$ cat config.mk
export PLATFORM = sky130hd
export DESIGN_NAME = mcu_irq_ctrl
export DESIGN_NICKNAME = d
export VERILOG_FILES = /design/src/rtl/mcu_irq_pkg.sv /design/src/rtl/irq_sync_detect.sv /design/src/rtl/irq_flag_bank.sv /design/src/rtl/irq_gie_ctl.sv /design/src/rtl/mcu_irq_ctrl.sv
export SDC_FILE = /design/constraint.sdc
export NUM_CORES = 1
export LEC_CHECK = 0
export ABC_AREA = 1
export BUFFER_PORTS_ARGS = -buffer_cell sky130_fd_sc_hd__buf_2
export CAP_MARGIN = 20
export CORE_ASPECT_RATIO = 1.5
export CORE_UTILIZATION = 45
export DETAILED_ROUTE_END_ITERATION = 8
export PLACE_DENSITY = 0.78
export SETUP_SLACK_MARGIN = 0.4
export SLEW_MARGIN = 20
export SYNTH_ARGS = -nofsm -noshare
export SYNTH_HDL_FRONTEND = slang
export SYNTH_SLANG_ARGS = --single-unit
$ cat constraint.sdc
create_clock -name clk -period 1.9 [get_ports clk]
set_clock_uncertainty 0.2 [all_clocks]
set_input_delay 0 -clock clk [delete_from_list [all_inputs] [get_ports clk]]
set_output_delay 0 -clock clk [all_outputs]
set_load 0.01 [all_outputs]
$ cat src/rtl/mcu_irq_pkg.sv
package mcu_irq_pkg;
  localparam int N_CORE   = 3;
  localparam int N_PERIPH = 5;
  localparam int N_SRC    = N_CORE + N_PERIPH;
  localparam int REG_W    = 8;
  localparam int ADDR_W   = 2;

  localparam logic [ADDR_W-1:0] A_CTRL = 2'd0;
  localparam logic [ADDR_W-1:0] A_FLAG = 2'd1;
  localparam logic [ADDR_W-1:0] A_EN   = 2'd2;

  localparam int B_GIE  = 0;
  localparam int B_GRP  = 1;
  localparam int B_EDGE = 2;

  localparam int S_EXT  = 0;
  localparam int S_CHG  = 1;
  localparam int S_TMR0 = 2;
endpackage

$ cat src/rtl/irq_sync_detect.sv
module irq_sync_detect #(
  parameter int W      = 1,
  parameter int STAGES = 2
) (
  input  logic         clk,
  input  logic         rst_n,
  input  logic [W-1:0] d,
  output logic [W-1:0] cur,
  output logic [W-1:0] prev
);
  logic [W-1:0] stg [STAGES];
  logic [W-1:0] last_q;

  always_ff @(posedge clk or negedge rst_n) begin
    if (!rst_n) begin
      for (int i = 0; i < STAGES; i++) stg[i] <= '0;
      last_q <= '0;
    end else begin
      stg[0] <= d;
      for (int i = 1; i < STAGES; i++) stg[i] <= stg[i-1];
      last_q <= stg[STAGES-1];
    end
  end

  assign cur  = stg[STAGES-1];
  assign prev = last_q;
endmodule

$ cat src/rtl/irq_flag_bank.sv
module irq_flag_bank #(
  parameter int N = 8
) (
  input  logic         clk,
  input  logic         rst_n,
  input  logic [N-1:0] evt,
  input  logic         wr,
  input  logic [N-1:0] wdata,
  output logic [N-1:0] flag
);
  logic [N-1:0] flag_q, flag_d;

  for (genvar i = 0; i < N; i++) begin : g_bit
    // hardware event wins over a clearing write
    always_comb flag_d[i] = (wr ? wdata[i] : flag_q[i]) | evt[i];

    always_ff @(posedge clk or negedge rst_n) begin
      if (!rst_n) flag_q[i] <= 1'b0;
      else        flag_q[i] <= flag_d[i];
    end

    p_evt_sets_flag_r1: assert property (@(posedge clk) disable iff (!rst_n)
      evt[i] |=> flag_q[i]);
    p_flag_sticky_r9: assert property (@(posedge clk) disable iff (!rst_n)
      (flag_q[i] && !wr) |=> flag_q[i]);
  end

  assign flag = flag_q;
endmodule

$ cat src/rtl/irq_gie_ctl.sv
module irq_gie_ctl (
  input  logic clk,
  input  logic rst_n,
  input  logic ack,
  input  logic ret,
  input  logic wr,
  input  logic wbit,
  output logic gie
);
  logic gie_q, gie_d;

  always_comb begin
    gie_d = gie_q;
    if (wr)  gie_d = wbit;
    if (ret) gie_d = 1'b1;
    if (ack) gie_d = 1'b0;
  end

  always_ff @(posedge clk or negedge rst_n) begin
    if (!rst_n) gie_q <= 1'b0;
    else        gie_q <= gie_d;
  end

  assign gie = gie_q;

  p_ack_clears_gie_r4: assert property (@(posedge clk) disable iff (!rst_n)
    ack |=> !gie_q);
  p_ret_sets_gie_r5: assert property (@(posedge clk) disable iff (!rst_n)
    (ret && !ack) |=> gie_q);
endmodule

$ cat src/rtl/mcu_irq_ctrl.sv
module mcu_irq_ctrl
  import mcu_irq_pkg::*;
#(
  parameter int          SYNC_STAGES = 2,
  parameter int          PC_W        = 13,
  parameter logic [12:0] VEC_ADDR    = 13'h0004
) (
  input  logic                  clk,
  input  logic                  rst_n,
  input  logic                  ext_pin,
  input  logic [3:0]            port_hi,
  input  logic                  tmr0_ovf,
  input  logic [N_PERIPH-1:0]   periph_evt,
  input  logic                  reg_we,
  input  logic [ADDR_W-1:0]     reg_addr,
  input  logic [REG_W-1:0]      reg_wdata,
  output logic [REG_W-1:0]      reg_rdata,
  input  logic                  irq_ack,
  input  logic                  irq_ret,
  output logic                  irq_req,
  output logic [PC_W-1:0]       irq_vector,
  output logic                  wake
);
  logic       ext_cur, ext_prev;
  logic [3:0] prt_cur, prt_prev;
  logic       ext_evt, chg_evt;
  logic [N_SRC-1:0] evt, flag, act, grp_mask;
  logic [N_SRC-1:0] en_q, en_d;
  logic       grp_q, grp_d, edge_q, edge_d, gie;
  logic       wr_ctrl, wr_flag, wr_en;

  irq_sync_detect #(.W(1), .STAGES(SYNC_STAGES)) u_ext_sync (
    .clk(clk), .rst_n(rst_n), .d(ext_pin), .cur(ext_cur), .prev(ext_prev));
  irq_sync_detect #(.W(4), .STAGES(SYNC_STAGES)) u_prt_sync (
    .clk(clk), .rst_n(rst_n), .d(port_hi), .cur(prt_cur), .prev(prt_prev));

  always_comb begin
    ext_evt = edge_q ? (ext_cur & ~ext_prev) : (~ext_cur & ext_prev);
    chg_evt = |(prt_cur ^ prt_prev);
    evt     = {periph_evt, tmr0_ovf, chg_evt, ext_evt};
    wr_ctrl = reg_we && (reg_addr == A_CTRL);
    wr_flag = reg_we && (reg_addr == A_FLAG);
    wr_en   = reg_we && (reg_addr == A_EN);
  end

  irq_flag_bank #(.N(N_SRC)) u_flags (
    .clk(clk), .rst_n(rst_n), .evt(evt), .wr(wr_flag),
    .wdata(reg_wdata[N_SRC-1:0]), .flag(flag));

  irq_gie_ctl u_gie (
    .clk(clk), .rst_n(rst_n), .ack(irq_ack), .ret(irq_ret),
    .wr(wr_ctrl), .wbit(reg_wdata[B_GIE]), .gie(gie));

  // control and enable registers with explicit write enables
  always_comb begin
    en_d   = wr_en   ? reg_wdata[N_SRC-1:0] : en_q;
    grp_d  = wr_ctrl ? reg_wdata[B_GRP]     : grp_q;
    edge_d = wr_ctrl ? reg_wdata[B_EDGE]    : edge_q;
  end

  always_ff @(posedge clk or negedge rst_n) begin
    if (!rst_n) begin
      en_q   <= '0;
      grp_q  <= 1'b0;
      edge_q <= 1'b0;
    end else begin
      en_q   <= en_d;
      grp_q  <= grp_d;
      edge_q <= edge_d;
    end
  end

  always_comb begin
    grp_mask = {{N_PERIPH{grp_q}}, {N_CORE{1'b1}}};
    act      = flag & en_q & grp_mask;
    wake     = |act;
    irq_req  = gie & wake;
  end

  always_comb begin
    reg_rdata = '0;
    case (reg_addr)
      A_CTRL: begin
        reg_rdata[B_GIE]  = gie;
        reg_rdata[B_GRP]  = grp_q;
        reg_rdata[B_EDGE] = edge_q;
      end
      A_FLAG:  reg_rdata[N_SRC-1:0] = flag;
      A_EN:    reg_rdata[N_SRC-1:0] = en_q;
      default: reg_rdata = '0;
    endcase
  end

  assign irq_vector = PC_W'(VEC_ADDR);

  p_req_implies_wake_r10: assert property (@(posedge clk) disable iff (!rst_n)
    irq_req |-> wake);
  p_grp_blocks_periph_r3: assert property (@(posedge clk) disable iff (!rst_n)
    (!grp_q && !(|(flag[N_CORE-1:0] & en_q[N_CORE-1:0]))) |-> !wake);
endmodule

# After elaboration in Yosys (flattened, before gate mapping)
# Index checks and enable logic that the tools add are counted.
dict set report word_totals {
  wordCells 57
  ff_bits 34
  input_bits 26
}
dict set report op_classes {
  mux 14
  bitwise 16
  n_eq_ne 2
  reduce_logical 7
}
# op count
set op_table {}
lappend op_table {{$and 8x8->8} 2}
lappend op_table {{$mux 1} 12}
lappend op_table {{$pmux 5 s2} 1}
lappend op_table {{$pmux 3 s3} 1}
lappend op_table {{$or 1x1->1} 8}
lappend op_table {{$reduce_or 8->1} 1}
lappend op_table {{$reduce_or 4->1} 1}
lappend op_table {{$xor 4x4->4} 1}
lappend op_table {{$and 1x1->1} 3}
lappend op_table {{$logic_and 1x1->1} 3}
lappend op_table {{$reduce_bool 3->1} 1}
lappend op_table {{$eq 2x1->1 const B} 1}
lappend op_table {{$eq 2x2->1 const B} 1}
lappend op_table {{$logic_not 2->1} 1}
lappend op_table {{$not 1->1} 2}

# Longest topological paths before layout
dict set report logic_depth {
  word_depth 5
  ltp_mapped 7
  depth_no_buf 6
}

# Cells and area by module
# Synthesis repeated with hierarchy kept, for this count alone.
dict set report hier_totals {
  hier_cells 185
  hier_area_um2 1731.7
}
# module area_per_inst_um2 cells_each n_inst
set by_module_without_submodules {}
lappend by_module_without_submodules {mcu_irq_ctrl 862.1 116 1}
lappend by_module_without_submodules {irq_flag_bank 412.9 42 1}
lappend by_module_without_submodules {{irq_sync_detect (u_prt_sync)} 330.3 16 1}
lappend by_module_without_submodules {{irq_sync_detect (u_ext_sync)} 75.1 3 1}
lappend by_module_without_submodules {irq_gie_ctl 51.3 8 1}

# Worst setup path after synthesis
# OpenSTA, ideal clock, no wires.
dict set report synth_path {
  kind {input to register}
  startpoint {input port reg_addr[1]}
  endpoint {register u_flags.flag_q[2], in the netlist u_flags.flag[2]}
  t_required_ns 1.576
  arrival_ns 0.719
  slack_ns 0.858
  cell_stages 7
  setup_time_ns 0.124
  n_path_buf 2
  cell_sequence {inv_1 -> ha_1 -> buf_4 -> nand2_2 -> buf_6 -> a21oi_1 -> o21ai_1}
}
dict set report synth_via {
  elab_chain_cells 4
}
# element line
set synth_rtl {}
lappend synth_rtl {{from (decl)} mcu_irq_ctrl.sv:15} ;# input logic [ADDR_W-1:0] reg_addr,
lappend synth_rtl {{$eq 2x1->1} mcu_irq_ctrl.sv:42} ;# wr_flag = reg_we && (reg_addr == A_FLAG);
lappend synth_rtl {{$logic_and 1x1->1} mcu_irq_ctrl.sv:42}
lappend synth_rtl {{$mux 1} irq_flag_bank.sv:15} ;# always_comb flag_d[i] = (wr ? wdata[i] : flag_q[i]) | evt[i];
lappend synth_rtl {{$or 1x1->1} irq_flag_bank.sv:15}
lappend synth_rtl {{via u_flags.flag_d[2]} irq_flag_bank.sv:11} ;# logic [N-1:0] flag_q, flag_d;
lappend synth_rtl {{to (signal, indexed assignment)} irq_flag_bank.sv:19} ;# else flag_q[i] <= flag_d[i];
lappend synth_rtl {{to (decl)} irq_flag_bank.sv:11}
# The timed path passes the listed nets, and every way through them passes these cells.
# A chain may end at the register's enable or synchronous reset.

# Worst setup path in the final report
dict set report layout_path {
  startpoint {register u_flags.flag_q[7], in the netlist u_flags.flag[7]}
  endpoint {register u_flags.flag_q[7], in the netlist u_flags.flag[7]}
}
dict set report layout_via {
  elab_chain_cells 2
}
# element line
set layout_rtl {}
lappend layout_rtl {{$mux 1} irq_flag_bank.sv:15}
lappend layout_rtl {{$or 1x1->1} irq_flag_bank.sv:15}
lappend layout_rtl {{via u_flags.flag_d[7]} irq_flag_bank.sv:11}
# The timed path passes the listed nets, and every way through them passes these cells.

==> Flow_metrics.wiki <==
{| class="wikitable"
! Metric !! Value
|-
| Number of setup violations in the final report || 0
|-
| Sequential fraction of the synthesis area || 0.5393
|-
| Vias || 1403
|-
| Power density of the placed cells || 883.9 nW/µm²
|-
| Count of H-tree levels built during CTS || 2
|-
| Transition time of the tightest slew-check pin || 0.7331 ns
|-
| Post-synthesis register bit count || 34
|-
| Iter 0 DRT Violations || 32
|-
| Peak supply drop || 0.7331 mV
|-
| Number of antenna cells inserted || 0
|-
| Pin count of the biggest net entering global routing || 35
|-
| IO Port Bufs || 35
|-
| Post-synthesis cell type with the largest combined area || dfrtp_1
|-
| Critical path fanouts, max || 3
|-
| Synth-to-Final Area Change || 39.49%
|-
| Wire length of the first global-routing pass || 5319 µm
|-
| Worst max-slew margin expressed relative to the limit || 0.5113
|-
| Core footprint || 3383 µm²
|-
| Sum of overflow across all layers after global routing || 0
|-
| Count of distinct cell types in the synthesized netlist || 18
|-
| CTS sink cnt || 34
|-
| Async SR Flop Fraction || 1.000
|-
| Final number of hold-violating endpoints || 2
|-
| Clock tree buffer depth || 2
|-
| DRC || 0
|-
| Period minus WS final || 1.497 ns
|-
| Post-Route WL || 3318 µm
|-
| Layer with the highest usage || met2
|-
| Number of enable-type register cells in the synthesized netlist || 0
|-
| Synthesis warning total || 0
|-
| Die boundary height || 74.52 µm
|-
| RSZ-0062 raised after global routing || yes
|-
| Clock root buffer master || clkbuf_8
|-
| Top flip-flop cell by instance count after synthesis || dfrtp_1
|-
| Die X-Extent || 50.35 µm
|-
| Hpwl dp || 2058 µm
|-
| Final period util || 0.7877
|-
| Critical path class || flop to flop
|-
| Synth top area share || 0.5393
|-
| Worst min path class || input port to flop
|-
| Final TNS setup || 0 ns
|-
| Placed inst area || 1725 µm²
|-
| Number of max-slew violations in the final report || 0
|-
| Global-route track usage on met3 || 0.04908
|-
| Cell with the most instances after synthesis || nand2_1
|-
| Summed area of non-filler cells in the final layout || 2201 µm²
|-
| Worst endpoint required time || 1.86 ns
|-
| Met2 Usage GRT || 0.3585
|-
| Average cell area after synthesis || 8.717 µm²
|-
| Critical path data arrival time || 1.45 ns
|-
| TritonCTS clock tree || yes
|-
| Critical path endpoint category || flop
|-
| Final-stage net count || 280
|-
| Share of post-route cells with drive strength above 1 || 0.2231
|-
| Drt via density || 4.788
|-
| Area of the mapped netlist || 1578 µm²
|-
| Final hold slack || -0.01781 ns
|-
| Violated checks || negative hold slack
|-
| Site row count || 26
|-
| Total of max-cap violations || 0
|-
| Run status || complete, but fails checks
|-
| Ranking of synthesized cells by instance count || nand2_1 (50), dfrtp_1 (34), inv_1 (22), buf_4 (15), a21oi_1 (14)
|-
| Number of buffers created by CTS || 5
|-
| Fraction of met1 tracks used by global routing || 0.2095
|-
| Via count of the first global-routing pass || 1281
|-
| Pre-CTS setup slack || 0.5835 ns
|-
| Ranking of synthesized cells by area || dfrtp_1 (54%), nand2_1 (12%), buf_4 (7.1%)
|-
| I/O pins || 49
|-
| Cells after Synth || 181
|-
| Clk_lat worst skew || 0.27 ns
|-
| Post-detailed-route count of antenna-violating nets || 0
|-
| Fill cell count || 280
|-
| Leakage power total || 1.131 nW
|-
| Placer congestion estimate || 0.8720
|-
| Kind of launch point of the worst setup path || flop
|-
| Initial standard-cell utilization of the core || 0.4663
|-
| Global routing usage summed across all routing layers || 0.1927
|-
| Detailed-routing iteration count for the pre-antenna-repair pass || 4
|-
| Number of antenna violations at the first check in global routing || 0
|-
| Full die area || 3752 µm²
|-
| FMAX || 0.6682 GHz
|-
| Final worst slack || 0.4034 ns
|-
| Wire length per cell after detailed routing || 11.32 µm
|-
| Clock edge transition at the registers on the reported setup and hold paths || 0.07 ns
|}
==> logic make-up (layout without fill, tap and decap cells) <==
group                    count (synthesis)  after routing  share of synthesized area
flip-flops                              34             34                     0.5393
buffers and inverters                   39             98                     0.1340
AO/OA/AOI/OAI                           33             33                     0.1071
adder cells (fa/ha/maj)                  4              4                    0.03172
XOR/XNOR                                 2              2                    0.01110
other                                    2             13                   0.004760
AND/OR/NAND/NOR                         67             67                     0.1721
==> final timing paths <==
kind | from | end | slack (ns) | cells after the start
max reg2reg | u_flags.flag[7]$_DFF_PN0_ | u_flags.flag[7]$_DFF_PN0_ | 0.40 | 3
max in group asynchronous | rst_n | grp_q$_DFFE_PN0P_ | 0.86 | 2
max | u_flags.flag[7]$_DFF_PN0_ | u_flags.flag[7]$_DFF_PN0_ | 0.40 | 3
min reg2reg | u_ext_sync.stg[1]$_DFF_PN0_ | u_ext_sync.cur$_DFF_PN0_ | 0.15 | 0
min in group asynchronous | rst_n | u_flags.flag[3]$_DFF_PN0_ | 0.11 | 2
min | reg_we | u_flags.flag[2]$_DFF_PN0_ | -0.02 | 3
==> metrics by stage <==
| stage | utilization | cells | hold slack [ns] | power, mW |
|---|---|---|---|---|
| final | 0.6505 | 293 | -0.01781 | 1.945 |
| after global routing | 0.6505 | 293 | 0.02497 | 2.053 |
| after CTS | 0.6413 | 291 | 0.02332 | 1.953 |
| after detailed placement | 0.5100 | 253 | -0.1016 | 1.084 |
| after global placement | 0.5100 | 253 | -0.1101 | 1.076 |
| after floorplan | - | 192 | -0.4956 | 1.005 |
==> where the power goes <==
group	total, mW	internal [mW]	leakage, nW	switching, mW
registers	0.837	0.787	0.386	0.0506
clock network	0.803	0.559	0.0714	0.244
logic	0.305	0.143	0.674	0.162
==> worst max-delay path, stage by stage, from the launching register on <==
cell           delay, ns
dfrtp_1             0.42
a21oi_2             0.14
o21ai_1             0.07
dlygate4sd3_1       0.55
==> state kept, by name (all words and copies together), names as in the netlist <==
register         flops
u_ext_sync.cur       1
u_flags.flag         8
u_prt_sync.prev      4
en_q                 8
u_ext_sync.prev      1
u_prt_sync.cur       4
u_gie.gie            1
u_prt_sync.stg       4
edge_q               1
grp_q                1
u_ext_sync.stg       1
==> what timing repair did <==
action / 4_1_cts / 5_1_grt
gates resized for setup: 1 / 6
hold buffers: 30 / 0
pin swaps: 0 / 7
buffers inserted: 0 / 4
setup endpoints to repair: 1 / 9
endpoints found under the hold margin: 58 / 0
==> area by class of cell <==
| class | instances | area (µm²) | area share |
|---|---|---|---|
| repair buffers | 68 | 493.0 | 0.2240 |
| well taps | 42 | 52.55 | 0.02388 |
| clock inverters | 2 | 60.06 | 0.02729 |
| flip-flops and latches | 34 | 852.1 | 0.3872 |
| inverters | 22 | 82.58 | 0.03752 |
| clock buffers | 6 | 82.58 | 0.03752 |
| multi-input cells | 119 | 578.1 | 0.2626 |
==> cell usage in the layout (no fill, tap or decap) <==
cell type / n
nand2_1: 50
buf_2: 35
dfrtp_1: 33
dlygate4sd3_1: 28
inv_1: 22
conb_1: 13
a21oi_1: 11
o21ai_0: 11
nand3_1: 9
o21ai_1: 6
clkbuf_8: 6
buf_4: 5
ha_1: 4
a21oi_2: 3
nor2_1: 3
nor2_2: 2
xor2_1: 2
bufinv_16: 2
nand2_4: 1
nand3b_1: 1
o211ai_1: 1
nand2_2: 1
a31oi_1: 1
dfrtp_2: 1
==> layer usage <==
layer,wire length [µm],up-vias,part of all wire
met2,1778,56,0.54
li1,-,680,-
met1,1309,661,0.39
met4,58,0,0.017
met5,0,-,0
met3,172,6,0.052
Power figures use the tool's default switching activity.
